**src/rtl/tmr_pkg.sv**
```systemverilog
package tmr_pkg;
  // word-address register selector inside one channel
  typedef enum logic [1:0] {
    REG_RELOAD = 2'd0,
    REG_COUNT  = 2'd1,
    REG_CTRL   = 2'd2,
    REG_CLEAR  = 2'd3
  } reg_sel_e;

  // free-counter selectors share the same field
  localparam logic [1:0] FREE_LO = 2'd0;
  localparam logic [1:0] FREE_HI = 2'd1;

  // control byte bit positions
  localparam int CTRL_RUN    = 7;
  localparam int CTRL_RELOAD = 6;
  localparam int CTRL_SLOW   = 3;
  localparam int CTRL_W      = 8;

  // run bit of the free counter high word
  localparam int FREE_RUN_BIT = 8;
endpackage

```
**src/rtl/tmr_downcnt.sv**
```systemverilog
module tmr_downcnt
  import tmr_pkg::*;
#(
  parameter int CNT_W = 16
) (
  input  logic              clk,
  input  logic              rst_n,
  input  logic              slow_tick,
  input  logic              fast_tick,
  input  logic              wr_reload,
  input  logic              wr_ctrl,
  input  logic              wr_clear,
  input  logic [CNT_W-1:0]  wdata_cnt,
  input  logic [CTRL_W-1:0] wdata_ctrl,
  output logic [CNT_W-1:0]  reload_q,
  output logic [CNT_W-1:0]  count_q,
  output logic [CTRL_W-1:0] ctrl_q,
  output logic              irq_q,
  output logic              run,
  output logic              underflow
);
  logic tick_sel;
  logic at_zero;

  assign run       = ctrl_q[CTRL_RUN];
  assign tick_sel  = ctrl_q[CTRL_SLOW] ? slow_tick : fast_tick;
  assign at_zero   = (count_q == '0);
  assign underflow = run && tick_sel && at_zero;

  always_ff @(posedge clk or negedge rst_n) begin
    if (!rst_n) begin
      ctrl_q   <= '0;
      reload_q <= '0;
    end else begin
      if (wr_ctrl)   ctrl_q   <= wdata_ctrl;
      if (wr_reload) reload_q <= wdata_cnt;
    end
  end

  always_ff @(posedge clk or negedge rst_n) begin
    if (!rst_n) begin
      count_q <= '0;
    end else if (wr_reload && !run) begin
      count_q <= wdata_cnt;
    end else if (run && tick_sel) begin
      if (at_zero)
        count_q <= ctrl_q[CTRL_RELOAD] ? reload_q : '1;
      else
        count_q <= count_q - 1'b1;
    end
  end

  // sticky flag: underflow beats a clear in the same cycle
  always_ff @(posedge clk or negedge rst_n) begin
    if (!rst_n)         irq_q <= 1'b0;
    else if (!run)      irq_q <= 1'b0;
    else if (underflow) irq_q <= 1'b1;
    else if (wr_clear)  irq_q <= 1'b0;
  end
endmodule

```
**src/rtl/tmr_freecnt.sv**
```systemverilog
module tmr_freecnt #(
  parameter int CNT_W = 40
) (
  input  logic             clk,
  input  logic             rst_n,
  input  logic             fast_tick,
  input  logic             wr_hi,
  input  logic             wdata_run,
  output logic             run_q,
  output logic [CNT_W-1:0] count_q
);
  always_ff @(posedge clk or negedge rst_n) begin
    if (!rst_n) begin
      run_q   <= 1'b0;
      count_q <= '0;
    end else begin
      if (wr_hi) run_q <= wdata_run;
      if (wr_hi && !wdata_run)
        count_q <= '0;
      else if (run_q && fast_tick)
        count_q <= count_q + 1'b1;
    end
  end
endmodule

```
**src/rtl/tmr_regmap.sv**
```systemverilog
module tmr_regmap
  import tmr_pkg::*;
#(
  parameter int NUM_CH = 3,
  parameter int DATA_W = 32,
  parameter int ADDR_W = 4
) (
  input  logic [ADDR_W-1:0]            bus_addr,
  input  logic                         bus_we,
  input  logic [NUM_CH-1:0][DATA_W-1:0] reload_rd,
  input  logic [NUM_CH-1:0][DATA_W-1:0] count_rd,
  input  logic [NUM_CH-1:0][DATA_W-1:0] ctrl_rd,
  input  logic [DATA_W-1:0]            free_lo_rd,
  input  logic [DATA_W-1:0]            free_hi_rd,
  output logic [NUM_CH-1:0]            wr_reload,
  output logic [NUM_CH-1:0]            wr_ctrl,
  output logic [NUM_CH-1:0]            wr_clear,
  output logic                         wr_free_hi,
  output logic [DATA_W-1:0]            bus_rdata
);
  localparam int CH_W = ADDR_W - 2;

  logic [CH_W-1:0] ch_idx;
  reg_sel_e        sel;

  assign ch_idx = bus_addr[ADDR_W-1:2];
  assign sel    = reg_sel_e'(bus_addr[1:0]);

  for (genvar g = 0; g < NUM_CH; g++) begin : g_dec
    logic hit;
    assign hit          = bus_we && (ch_idx == CH_W'(g));
    assign wr_reload[g] = hit && (sel == REG_RELOAD);
    assign wr_ctrl[g]   = hit && (sel == REG_CTRL);
    assign wr_clear[g]  = hit && (sel == REG_CLEAR);
  end

  assign wr_free_hi = bus_we && (ch_idx == CH_W'(NUM_CH)) && (bus_addr[1:0] == FREE_HI);

  always_comb begin
    bus_rdata = '0;
    if (ch_idx == CH_W'(NUM_CH)) begin
      if (bus_addr[1:0] == FREE_LO)      bus_rdata = free_lo_rd;
      else if (bus_addr[1:0] == FREE_HI) bus_rdata = free_hi_rd;
    end else begin
      for (int i = 0; i < NUM_CH; i++) begin
        if (ch_idx == CH_W'(i)) begin
          case (sel)
            REG_RELOAD: bus_rdata = reload_rd[i];
            REG_COUNT:  bus_rdata = count_rd[i];
            REG_CTRL:   bus_rdata = ctrl_rd[i];
            default:    bus_rdata = '0;
          endcase
        end
      end
    end
  end
endmodule

```
**src/rtl/tmr_unit.sv**
```systemverilog
module tmr_unit
  import tmr_pkg::*;
#(
  parameter int NUM_CH  = 3,
  parameter int SHORT_W = 16,
  parameter int LONG_W  = 32,
  parameter int FREE_W  = 40,
  parameter int DATA_W  = 32,
  parameter int ADDR_W  = 4
) (
  input  logic              clk,
  input  logic              rst_n,
  input  logic [ADDR_W-1:0] bus_addr,
  input  logic [DATA_W-1:0] bus_wdata,
  input  logic              bus_we,
  output logic [DATA_W-1:0] bus_rdata,
  input  logic              slow_tick,
  input  logic              fast_tick,
  output logic [NUM_CH-1:0] irq_o
);
  localparam int HI_W = FREE_W - DATA_W;

  // last channel is the wide one
  function automatic int ch_width(input int idx);
    return (idx == NUM_CH - 1) ? LONG_W : SHORT_W;
  endfunction

  logic [NUM_CH-1:0][DATA_W-1:0] reload_rd, count_rd, ctrl_rd;
  logic [NUM_CH-1:0]             wr_reload, wr_ctrl, wr_clear;
  logic [NUM_CH-1:0]             en_vec, uf_vec;
  logic [DATA_W-1:0]             free_lo_rd, free_hi_rd;
  logic                          free_hi_wr;
  logic                          free_en;
  logic [FREE_W-1:0]             free_cnt;

  assign clr_vec = wr_clear;
  logic [NUM_CH-1:0] clr_vec;

  for (genvar g = 0; g < NUM_CH; g++) begin : g_ch
    localparam int CW = ch_width(g);
    logic [CW-1:0]     reload_w, count_w;
    logic [CTRL_W-1:0] ctrl_w;

    tmr_downcnt #(.CNT_W(CW)) u_cnt (
      .clk        (clk),
      .rst_n      (rst_n),
      .slow_tick  (slow_tick),
      .fast_tick  (fast_tick),
      .wr_reload  (wr_reload[g]),
      .wr_ctrl    (wr_ctrl[g]),
      .wr_clear   (wr_clear[g]),
      .wdata_cnt  (bus_wdata[CW-1:0]),
      .wdata_ctrl (bus_wdata[CTRL_W-1:0]),
      .reload_q   (reload_w),
      .count_q    (count_w),
      .ctrl_q     (ctrl_w),
      .irq_q      (irq_o[g]),
      .run        (en_vec[g]),
      .underflow  (uf_vec[g])
    );

    assign reload_rd[g] = DATA_W'(reload_w);
    assign count_rd[g]  = DATA_W'(count_w);
    assign ctrl_rd[g]   = DATA_W'(ctrl_w);
  end

  tmr_freecnt #(.CNT_W(FREE_W)) u_free (
    .clk       (clk),
    .rst_n     (rst_n),
    .fast_tick (fast_tick),
    .wr_hi     (free_hi_wr),
    .wdata_run (bus_wdata[FREE_RUN_BIT]),
    .run_q     (free_en),
    .count_q   (free_cnt)
  );

  assign free_lo_rd = free_cnt[DATA_W-1:0];
  assign free_hi_rd = DATA_W'({free_en, free_cnt[FREE_W-1 -: HI_W]});

  tmr_regmap #(
    .NUM_CH (NUM_CH),
    .DATA_W (DATA_W),
    .ADDR_W (ADDR_W)
  ) u_map (
    .bus_addr   (bus_addr),
    .bus_we     (bus_we),
    .reload_rd  (reload_rd),
    .count_rd   (count_rd),
    .ctrl_rd    (ctrl_rd),
    .free_lo_rd (free_lo_rd),
    .free_hi_rd (free_hi_rd),
    .wr_reload  (wr_reload),
    .wr_ctrl    (wr_ctrl),
    .wr_clear   (wr_clear),
    .wr_free_hi (free_hi_wr),
    .bus_rdata  (bus_rdata)
  );
endmodule

```
**config.mk**
```make
export PLATFORM = sky130hd
export DESIGN_NAME = tmr_unit
export DESIGN_NICKNAME = d
export VERILOG_FILES = /design/src/rtl/tmr_pkg.sv /design/src/rtl/tmr_downcnt.sv /design/src/rtl/tmr_freecnt.sv /design/src/rtl/tmr_regmap.sv /design/src/rtl/tmr_unit.sv
export SDC_FILE = /design/constraint.sdc
export NUM_CORES = 1
export LEC_CHECK = 0
export BUFFER_PORTS_ARGS = -buffer_cell sky130_fd_sc_hd__buf_4
export CAP_MARGIN = 15
export CORE_MARGIN = 1
export CORE_UTILIZATION = 40
export CTS_BUF_LIST = sky130_fd_sc_hd__clkbuf_4 sky130_fd_sc_hd__clkbuf_8 sky130_fd_sc_hd__clkbuf_16
export DETAILED_ROUTE_END_ITERATION = 12
export PLACE_DENSITY = 0.56
export SLEW_MARGIN = 20
export SYNTH_ARGS = -nofsm -noshare
export SYNTH_HDL_FRONTEND = slang
export SYNTH_SLANG_ARGS = --single-unit
```
**constraint.sdc**
```tcl
create_clock -name clk -period 2.68 [get_ports clk]
set_clock_uncertainty 0.15 [all_clocks]
set_input_delay 0.134 -clock clk [delete_from_list [all_inputs] [get_ports clk]]
set_output_delay 0.134 -clock clk [all_outputs]
set_load 0.05 [all_outputs]
```
==> impl_metrics.toml, run 1 <==
[sta]
holdWs_ns = 0.0679
rsz0062_at_grt = "yes"
finalHoldViolCount = 0
slew-limit-headroom = 0.309
report.final.slew_viol_count = 0
tightest_slew_ns = 1.03
post-route-period-util = 1.00
setup_viol = 1
finalCriticalPeriod_ns = 2.69
setup_ws_ns = -0.00674
fmax_ghz = 0.372
finalSetupTns_ns = -0.00674

[power]
leakagePower_nw = 6.22
internal-power_mw = 7.39
power_frac_seq = 0.375
power_switching_share = 0.390
vdd_drop_max_v = 0.000512
comb_power_share = 0.403
power_density_nw_per_um2 = 816
switching_power_mw = 4.72
pwr-share-clk = 0.222

[routing]
drt-vias-per-instance = 6.01
wirelength_mm = 40.4
route.detailed.wl_per_inst_um = 22.3
vias = 10889
first_iter_violations = 792
first_pass_iters = 6
drcViolationCount = 0
final_antenna_net_count = 0

[clock_network]
cts_buffers = 17
cts.sinks = 196
htreeDepth = 4
cts.reportedPaths.clkPinSlew_ns = 0.07
cts-root-buf = "clkbuf_16"
clk_latency_ns = 0.46
tritoncts = "done"
max-clock-path-buffers = 2

[synth]
synth_top_flop_cell = "dfrtp_1"
synth_warnings = 0
synth_fp_nets = 1314
syn_inst = 1266
async_reset_ff_frac = 1.00
ys_types = 71
yosysSeqAreaShare = 0.404
ys_seq_elements = 196
synth_area_um2 = 12100
syn_avg_cell_area_um2 = 9.59
synth_edf_count = 0

[finish]
multiInputGateArea_um2 = 6900
seq_area_um2 = 4900
design_area_um2 = 14900
drive_gt1_frac = 0.265
nets = 1456
antenna_cells = 0
stdcell_count = 1811
area_growth_pct = 22.3
nFillCells = 2765

[status]
violations = "setup timing"
status = "complete, but fails checks"

[critical_path]
endpoint_kind = "register"
path_delay_family = "simple AND/OR/NAND/NOR gates"
cpMostUsedCell = "or4_4"
crit_fanout = 5
crit_type = "register to register"
path_buf_inv = 1
worstPathRequired_ns = 2.90
worstPathArrival_ns = 2.90
slowest_delay_ns = 0.57
critPathSlowestCell = "or4_4"
path_cells = "or4_4 > or4_4 > or4_4 > buf_12 > and2_4 > o31ai_4"
start_kind = "register"

[placed_design]
routabilityCongestion = 0.964
placed_cell_area_um2 = 13800
portBuffers = 75
dp_hpwl_mm = 28.9
pre_cts_slack_ns = -0.126
place_inst = 1741

[grt]
grtUsageTotal = 0.267
first_global_vias = 10491
overflow = 0
grt_max_degree = 68
grt_pass1_wl_mm = 62.9
antenna_found_initial = 0

[die]
die_area_um2 = 31100
chipHeight_um = 176
floorplan.rows = 63
die_w_um = 176
pin_count = 76
core_area_um2 = 29700
start_util = 0.409

[run]
maxCapViolations = 0

[hold_path]
hold_path_class = "input pin to register"
==> through the flow <==
stage | util | power [mW]
6_report | 0.500 | 12.1
5_1_grt | 0.500 | 12.8
4_1_cts | 0.496 | 12.0
3_5_place_dp | 0.463 | 9.26
3_3_place_gp | 0.463 | 9.19
2_1_floorplan | - | 7.47
==> power groups by stage <==
| stage | logic (mW) | clock network, mW | registers (mW) |
|---|---|---|---|
| floorplan | 3.13 | 0 | 4.34 |
| global placement | 4.63 | 0 | 4.56 |
| detailed placement | 4.69 | 0 | 4.57 |
| CTS | 4.76 | 2.75 | 4.52 |
| global route | 5.32 | 2.87 | 4.66 |
| finish | 4.88 | 2.69 | 4.55 |
==> cells by family (layout without fill, tap and decap cells) <==
logic type      Yosys count  after routing  synth area share
compound gates          287            287             0.167
mux                     156            156             0.140
flops                   196            196             0.404
simple gates            442            442             0.198
xor+xnor                 60             60            0.0433
fa+ha+maj                 7              7           0.00721
buf+inv                 118            273            0.0399
==> layer usage <==
metal  part of all wire  wire length [µm]  track usage  up-vias
met5                  0                 0            0        -
met4              0.020               791       0.0757        0
met3              0.060              2410       0.0444       59
met2               0.45             18400        0.409      386
met1               0.47             18800        0.385     5426
li1                   -                 -            -     5018
==> tightest hold or removal path: stages <==
cell	delay (ns)
buf_4	0.13
buf_4	0.17
nand2_1	0.06
mux2_2	0.14
==> cells in the mapped netlist (18+ instances only) <==
cell type  number  share of area
a21oi_1        34          0.014
a22oi_1        60          0.037
clkbuf_1       76          0.023
dfrtp_1       196           0.40
mux2_2         95          0.088
mux2i_1        59          0.049
nand2_1        89          0.028
nand3_1        33          0.014
nand4_1        28          0.014
nor2_1         85          0.026
nor3_1         46          0.019
nor3b_1        18          0.011
nor4_1         24          0.012
o211ai_1       28          0.017
o21ai_0        55          0.023
o31ai_1        41          0.025
xnor2_1        35          0.025
xor2_1         25          0.018
==> layout by cell type (no fill, tap or decap), types with 25 or more instances in the layout <==
cell and instances:
a21oi_1 34, a22oi_1 60, buf_4 178, dfrtp_1 196
dlygate4sd3_1 33, mux2_2 95, mux2i_1 59, nand2_1 88
nand3_1 33, nand4_1 28, nor2_1 84, nor3_1 39
o211ai_1 28, o21ai_0 52, o31ai_1 40, xnor2_1 35
xor2_1 25
==> worst paths after layout <==
check	from	endpoint	slack (ns)	cells after the start
setup / recovery	g_ch[2].u_cnt.count_q[14]	g_ch[2].u_cnt.count_q[1]	-0.007	6
hold / removal	bus_we	u_free.run_q	0.07	4
setup reg to reg	g_ch[2].u_cnt.count_q[14]	g_ch[2].u_cnt.count_q[1]	-0.007	6
hold reg to reg	g_ch[1].u_cnt.ctrl_q[4]	g_ch[1].u_cnt.ctrl_q[4]	0.36	1
max in group asynchronous	rst_n	g_ch[2].u_cnt.reload_q[24]	1.47	3
min in group asynchronous	rst_n	u_free.count_q[13]	0.12	2
==> flip-flops by register name (all words and copies together) (netlist names) <==
| register | count |
|---|---|
| g_ch.u_cnt.count_q | 64 |
| g_ch.u_cnt.reload_q | 64 |
| u_free.count_q | 40 |
| g_ch.u_cnt.ctrl_q | 24 |
| g_ch.u_cnt.irq_q | 3 |
| u_free.run_q | 1 |
==> cell type report <==
type	count	area share
clock inverters	13	0.00994
flip-flops and latches	196	0.330
inverters	16	0.00404
well taps	390	0.0329
multi-input cells	952	0.465
clock buffers	19	0.0301
repair buffers	225	0.128
==> what timing repair did <==
| item | 4_1_cts | 5_1_grt |
|---|---|---|
| cloned | 1 | 1 |
| resized for setup | 10 | 26 |
| buffers inserted | 1 | 4 |
| setup endpoints to repair | 29 | 38 |
| endpoints found under the hold margin | 217 | 0 |
| pin swaps | 4 | 8 |
| hold buffers | 33 | 0 |
No activity file was read; power rests on OpenSTA's default activity.
==> run 2: changes to the inputs <==
--- a/constraint.sdc
+++ b/constraint.sdc
@@ -4,2 +4,2 @@
 set_output_delay 0.134 -clock clk [all_outputs]
-set_load 0.05 [all_outputs]
+set_load 0.005 [all_outputs]
==> impl_metrics.toml, run 2 (synthesis gave the netlist of run 1 again) <==
[status]
status = "complete, but fails checks"
violations = "setup timing"

[hold_path]
holdPathStages = 4
hold_path_class = "input pin to register"

[routing]
route.detailed.wl_per_inst_um = 22.3
vias = 10892
wirelength_mm = 40.2
drcViolationCount = 0
drt-vias-per-instance = 6.03
first_iter_violations = 1026
first_pass_iters = 8
final_antenna_net_count = 0

[finish]
layout_commonest_cell = "dfrtp_1"
nFillCells = 2766
area_growth_pct = 22.4
nets = 1452
stdcell_count = 1807
drive_gt1_frac = 0.263
top_regs = "g_ch.u_cnt.count_q (64), g_ch.u_cnt.reload_q (64), u_free.count_q (40)"
most-common-layout-cells = "dfrtp_1 (196), buf_4 (176), mux2_2 (95)"
antenna_cells = 0

[sta]
tightest_slew_ns = 1.15
setup_ws_ns = -0.0687
finalHoldViolCount = 0
post-route-period-util = 1.03
slew-limit-headroom = 0.233
setup_viol = 10
finalSetupTns_ns = -0.279
finalCriticalPeriod_ns = 2.75
rsz0062_at_grt = "yes"
fmax_ghz = 0.364
report.final.slew_viol_count = 0

[die]
die_w_um = 176
start_util = 0.409
chipHeight_um = 176
core_area_um2 = 29700
floorplan.rows = 63
pin_count = 76
die_area_um2 = 31100

[critical_path]
path_delay_family = "simple AND/OR/NAND/NOR gates"
critPathSlowestCell = "or4_4"
worstPathArrival_ns = 2.96
path_cells = "or4_4 > or4_4 > or4_4 > buf_6 > buf_6 > o311ai_4"
worstPathRequired_ns = 2.89
path_buf_inv = 2
cp.depth = 6
cpMostUsedCell = "or4_4"
slowest_delay_ns = 0.59
crit_type = "register to register"
endpoint_kind = "register"
r2r_cells = 6
crit_fanout = 5
start_kind = "register"

[clock_network]
max-clock-path-buffers = 2
clk_latency_ns = 0.46
tritoncts = "done"
cts.sinks = 196
cts_buffers = 17
htreeDepth = 4
cts-root-buf = "clkbuf_16"
cts.reportedPaths.clkPinSlew_ns = 0.08

[grt]
first_global_vias = 10581
grtUsageTotal = 0.267
grt_pass1_wl_mm = 63.2
grt_max_degree = 70
overflow = 0
antenna_found_initial = 0

[power]
power_density_nw_per_um2 = 816
vdd_drop_max_v = 0.000468
leakagePower_nw = 6.23

[placed_design]
dp_hpwl_mm = 29.0
portBuffers = 75
place_inst = 1738
routabilityCongestion = 0.964

[run]
maxCapViolations = 0
[run 2: cell types whose count changed in the layout (fill, tap and decap cells not counted), sizes merged]
cell      change
inv           +3
clkinv        -3
buf           -4
clkinvlp      -1
bufinv        +2
clkbuf        -1
[run 2: repair_timing]
item                                   CTS  global route
setup endpoints to repair               29            48
endpoints found under the hold margin  217             0
hold buffers                            33             0
cloned                                   1             0
gates resized for setup                 10            19
pin swaps                                3             5
buffers inserted                         0             3
[run 2: metal layers]
metal	vias to the layer above	track usage	routed length [µm]
li1	4993	-	-
met1	5434	0.385	18700
met2	404	0.403	18100
met3	61	0.0426	2470
met4	0	0.0902	961
met5	-	0	0
[run 2: cell type report]
| cell class | instances | area (µm²) | area share |
|---|---|---|---|
| Clock buffer | 18 | 439 | 0.0295 |
| Clock inverter | 14 | 213 | 0.0143 |
| Inverter | 16 | 60.1 | 0.00404 |
| Multi-Input combinational cell | 952 | 6900 | 0.464 |
| Sequential cell | 196 | 4900 | 0.330 |
| Tap cell | 390 | 488 | 0.0328 |
| Timing Repair Buffer | 221 | 1860 | 0.125 |
[run 2: tightest hold or removal path: stages]
cell,delay [ns]
buf_4,0.17
and2_1,0.21
nand2_1,0.07
a21oi_1,0.05
[run 2: worst paths after layout]
kind                                                 start  slack [ns]                          to
worst max-delay path             g_ch[2].u_cnt.count_q[17]       -0.07   g_ch[2].u_cnt.count_q[21]
worst min register to register  g_ch[0].u_cnt.reload_q[14]        0.36  g_ch[0].u_cnt.reload_q[14]
worst max register to register   g_ch[2].u_cnt.count_q[17]       -0.07   g_ch[2].u_cnt.count_q[21]
max in group asynchronous                            rst_n        1.54          u_free.count_q[19]
min in group asynchronous                            rst_n        0.12  g_ch[0].u_cnt.reload_q[11]
worst min-delay path                             fast_tick        0.07           u_free.count_q[1]
[run 2: power by group]
| group | switching [mW] | total [mW] | internal [mW] | leakage (nW) |
|---|---|---|---|---|
| sequential | 0.851 | 4.55 | 3.70 | 2.50 |
| clock | 1.29 | 2.91 | 1.62 | 0.314 |
| combinational | 2.45 | 4.66 | 2.21 | 3.41 |
[run 2: through the flow]
stage	hold WS (ns)	area (µm²)	util	total power [mW]	worst slack, ns
final	0.0692	14900	0.500	12.1	-0.0687
after detailed placement	0.0516	13700	0.461	9.04	-0.128
after CTS	0.0381	14800	0.497	12.0	-0.0748
after floorplan	-0.312	12200	-	7.30	-0.197
after global placement	0.0571	13700	0.461	8.97	-0.118
after global routing	0.0644	14900	0.500	12.8	-0.115
==> run 3: changes to the inputs <==
Settings changed: PLACE_DENSITY 0.56 to 0.55, SYNTH_HIERARCHICAL set to 1.
==> impl_metrics.toml, run 3 <==
[synth]
syn_avg_cell_area_um2 = 9.23
synth_area_um2 = 14300
syn_inst = 1546
synth_warnings = 6

[finish]
finalCoreUtilization = 0.488
area_growth_pct = 19.2
top_regs = "g_ch.u_cnt/count_q (64), g_ch.u_cnt/reload_q (64), u_free/count_q (40)"
design_area_um2 = 17000
stdcell_count = 2254
layout_commonest_cell = "dfrtp_1"
drive_gt1_frac = 0.172
antenna_cells = 0
nets = 1834
most-common-layout-cells = "dfrtp_1 (196), conb_1 (159), buf_4 (151)"

[critical_path]
worstPathRequired_ns = 2.86
crit_fanout = 8
endpoint_kind = "register"
r2r_cells = 6
rr_startpoint = "g_ch[2].u_cnt/count_q[22]"
worstPathArrival_ns = 2.72
cpMostUsedCell = "o21ai_0"
slowest_delay_ns = 0.65
path_cells = "or4_1 > nor2_2 > buf_4 > nand4_1 > o21ai_0 > o21ai_0"
path_buf_inv = 1
r2r_slack_ns = 0.14
start_kind = "register"
path_delay_family = "simple AND/OR/NAND/NOR gates"
critPathSlowestCell = "or4_1"
crit-reg2reg-capture = "g_ch[2].u_cnt/count_q[23]"
crit_type = "register to register"

[clock_network]
tritoncts = "done"
cts_buffers = 17
cts.sinks = 196
clk_latency_ns = 0.46
cts.reportedPaths.clkPinSlew_ns = 0.08
htreeDepth = 4
cts_setup_buffers = 0
cts-root-buf = "clkbuf_16"
max-clock-path-buffers = 2

[placed_design]
routabilityCongestion = 0.897
place_inst = 2188
pre_cts_slack_ns = 0.200
portBuffers = 75
placed_cell_area_um2 = 16000
dp_hpwl_mm = 34.7

[grt]
overflow = 0
grt_pass1_wl_mm = 77.1
antenna_found_initial = 0
grt_use_met3 = 0.0407
use_met1 = 0.402
grt_max_degree = 97
first_global_vias = 12741
grtUsageTotal = 0.277
top_usage_layer = "met2"
use_met2 = 0.423

[die]
core_area_um2 = 34800
die_area_um2 = 36400
chipHeight_um = 191
floorplan.rows = 68
start_util = 0.410
die_w_um = 191
pin_count = 76

[power]
leakagePower_nw = 7.46
power_density_nw_per_um2 = 712
switching_power_mw = 4.84
p_total_mw = 12.1
comb_power_share = 0.381
internal-power_mw = 7.26
power_switching_share = 0.400
power_frac_seq = 0.381
pwr-share-clk = 0.239
vdd_drop_max_v = 0.000518

[routing]
first_pass_iters = 5
route.detailed.wl_per_inst_um = 21.9
wirelength_mm = 49.3
drt-vias-per-instance = 5.87
first_iter_violations = 1116
drcViolationCount = 0
final_antenna_net_count = 0
vias = 13241

[sta]
fmax_ghz = 0.394
report.final.slew_viol_count = 0
holdWs_ns = 0.0501
tightest_slew_ns = 0.868
finalSetupTns_ns = 0
finalCriticalPeriod_ns = 2.54
slew-limit-headroom = 0.419
post-route-period-util = 0.946
finalHoldViolCount = 0
setup_viol = 0
rsz0062_at_grt = "no"
setup_ws_ns = 0.144

[hold_path]
min-delay-start = "bus_we"
hold_path_class = "input pin to register"
holdPathStages = 4
min_to = "u_free/run_q"

[status]
status = "finished, final reports clean"

[run]
maxCapViolations = 0
## run 3: cell types whose count changed in the layout (fill, tap and decap cells not counted), moves of 24 or more
cell and change:
inv_1 +97, a41o_1 +35, o221ai_1 +94, buf_4 -25
a22oi_1 -38, mux2i_1 +80, conb_1 +159, nor2_1 +24
## run 3: layout make-up
type | count | area [µm²]
Tap cell | 455 | 569
Inverter | 112 | 420
Multi-Input combinational cell | 1264 | 8800
Sequential cell | 196 | 4900
Clock buffer | 17 | 425
Clock inverter | 15 | 215
Timing Repair Buffer | 195 | 1660
Fill cell | 3312 | 17800
## run 3: worst max path at each step
stage | startpoint | endpoint | slack (ns) | cells past startpoint
detailed placement | g_ch[1].u_cnt/count_q[1] | g_ch[1].u_cnt/count_q[6] | 0.20 | 8
floorplan | bus_addr[0] | g_ch[2].u_cnt/count_q[10] | 0.17 | 11
finish | g_ch[2].u_cnt/count_q[22] | g_ch[2].u_cnt/count_q[23] | 0.14 | 6
CTS | g_ch[1].u_cnt/count_q[1] | g_ch[1].u_cnt/count_q[6] | 0.18 | 8
global placement | g_ch[1].u_cnt/count_q[1] | g_ch[1].u_cnt/count_q[6] | 0.20 | 8
global route | g_ch[2].u_cnt/count_q[0] | g_ch[2].u_cnt/count_q[24] | 0.008 | 8
## run 3: power by group through the flow
stage	Sequential [mW]	Clock (mW)	Combinational [mW]
6_report	4.60	2.89	4.61
5_1_grt	4.74	3.05	5.04
4_1_cts	4.59	2.95	4.55
3_5_place_dp	4.64	0	4.48
3_3_place_gp	4.63	0	4.46
2_1_floorplan	4.32	0	3.17
## run 3: tightest hold or removal path, stage by stage
cell and delay (ns):
buf_4 0.11, inv_1 0.08, nor3_1 0.09, mux2_2 0.22
## run 3: timing repair
action / in CTS / in global routing
setup endpoints to repair: 0 / 2
endpoints found under the hold margin: 228 / 0
resized for setup: 0 / 2
hold buffers: 34 / 0
## run 3: layer usage
metal | vias to the layer above | part of all wire
met5 | - | 0
met4 | 0 | 0.017
met3 | 55 | 0.058
met2 | 430 | 0.45
met1 | 6568 | 0.47
li1 | 6188 | -
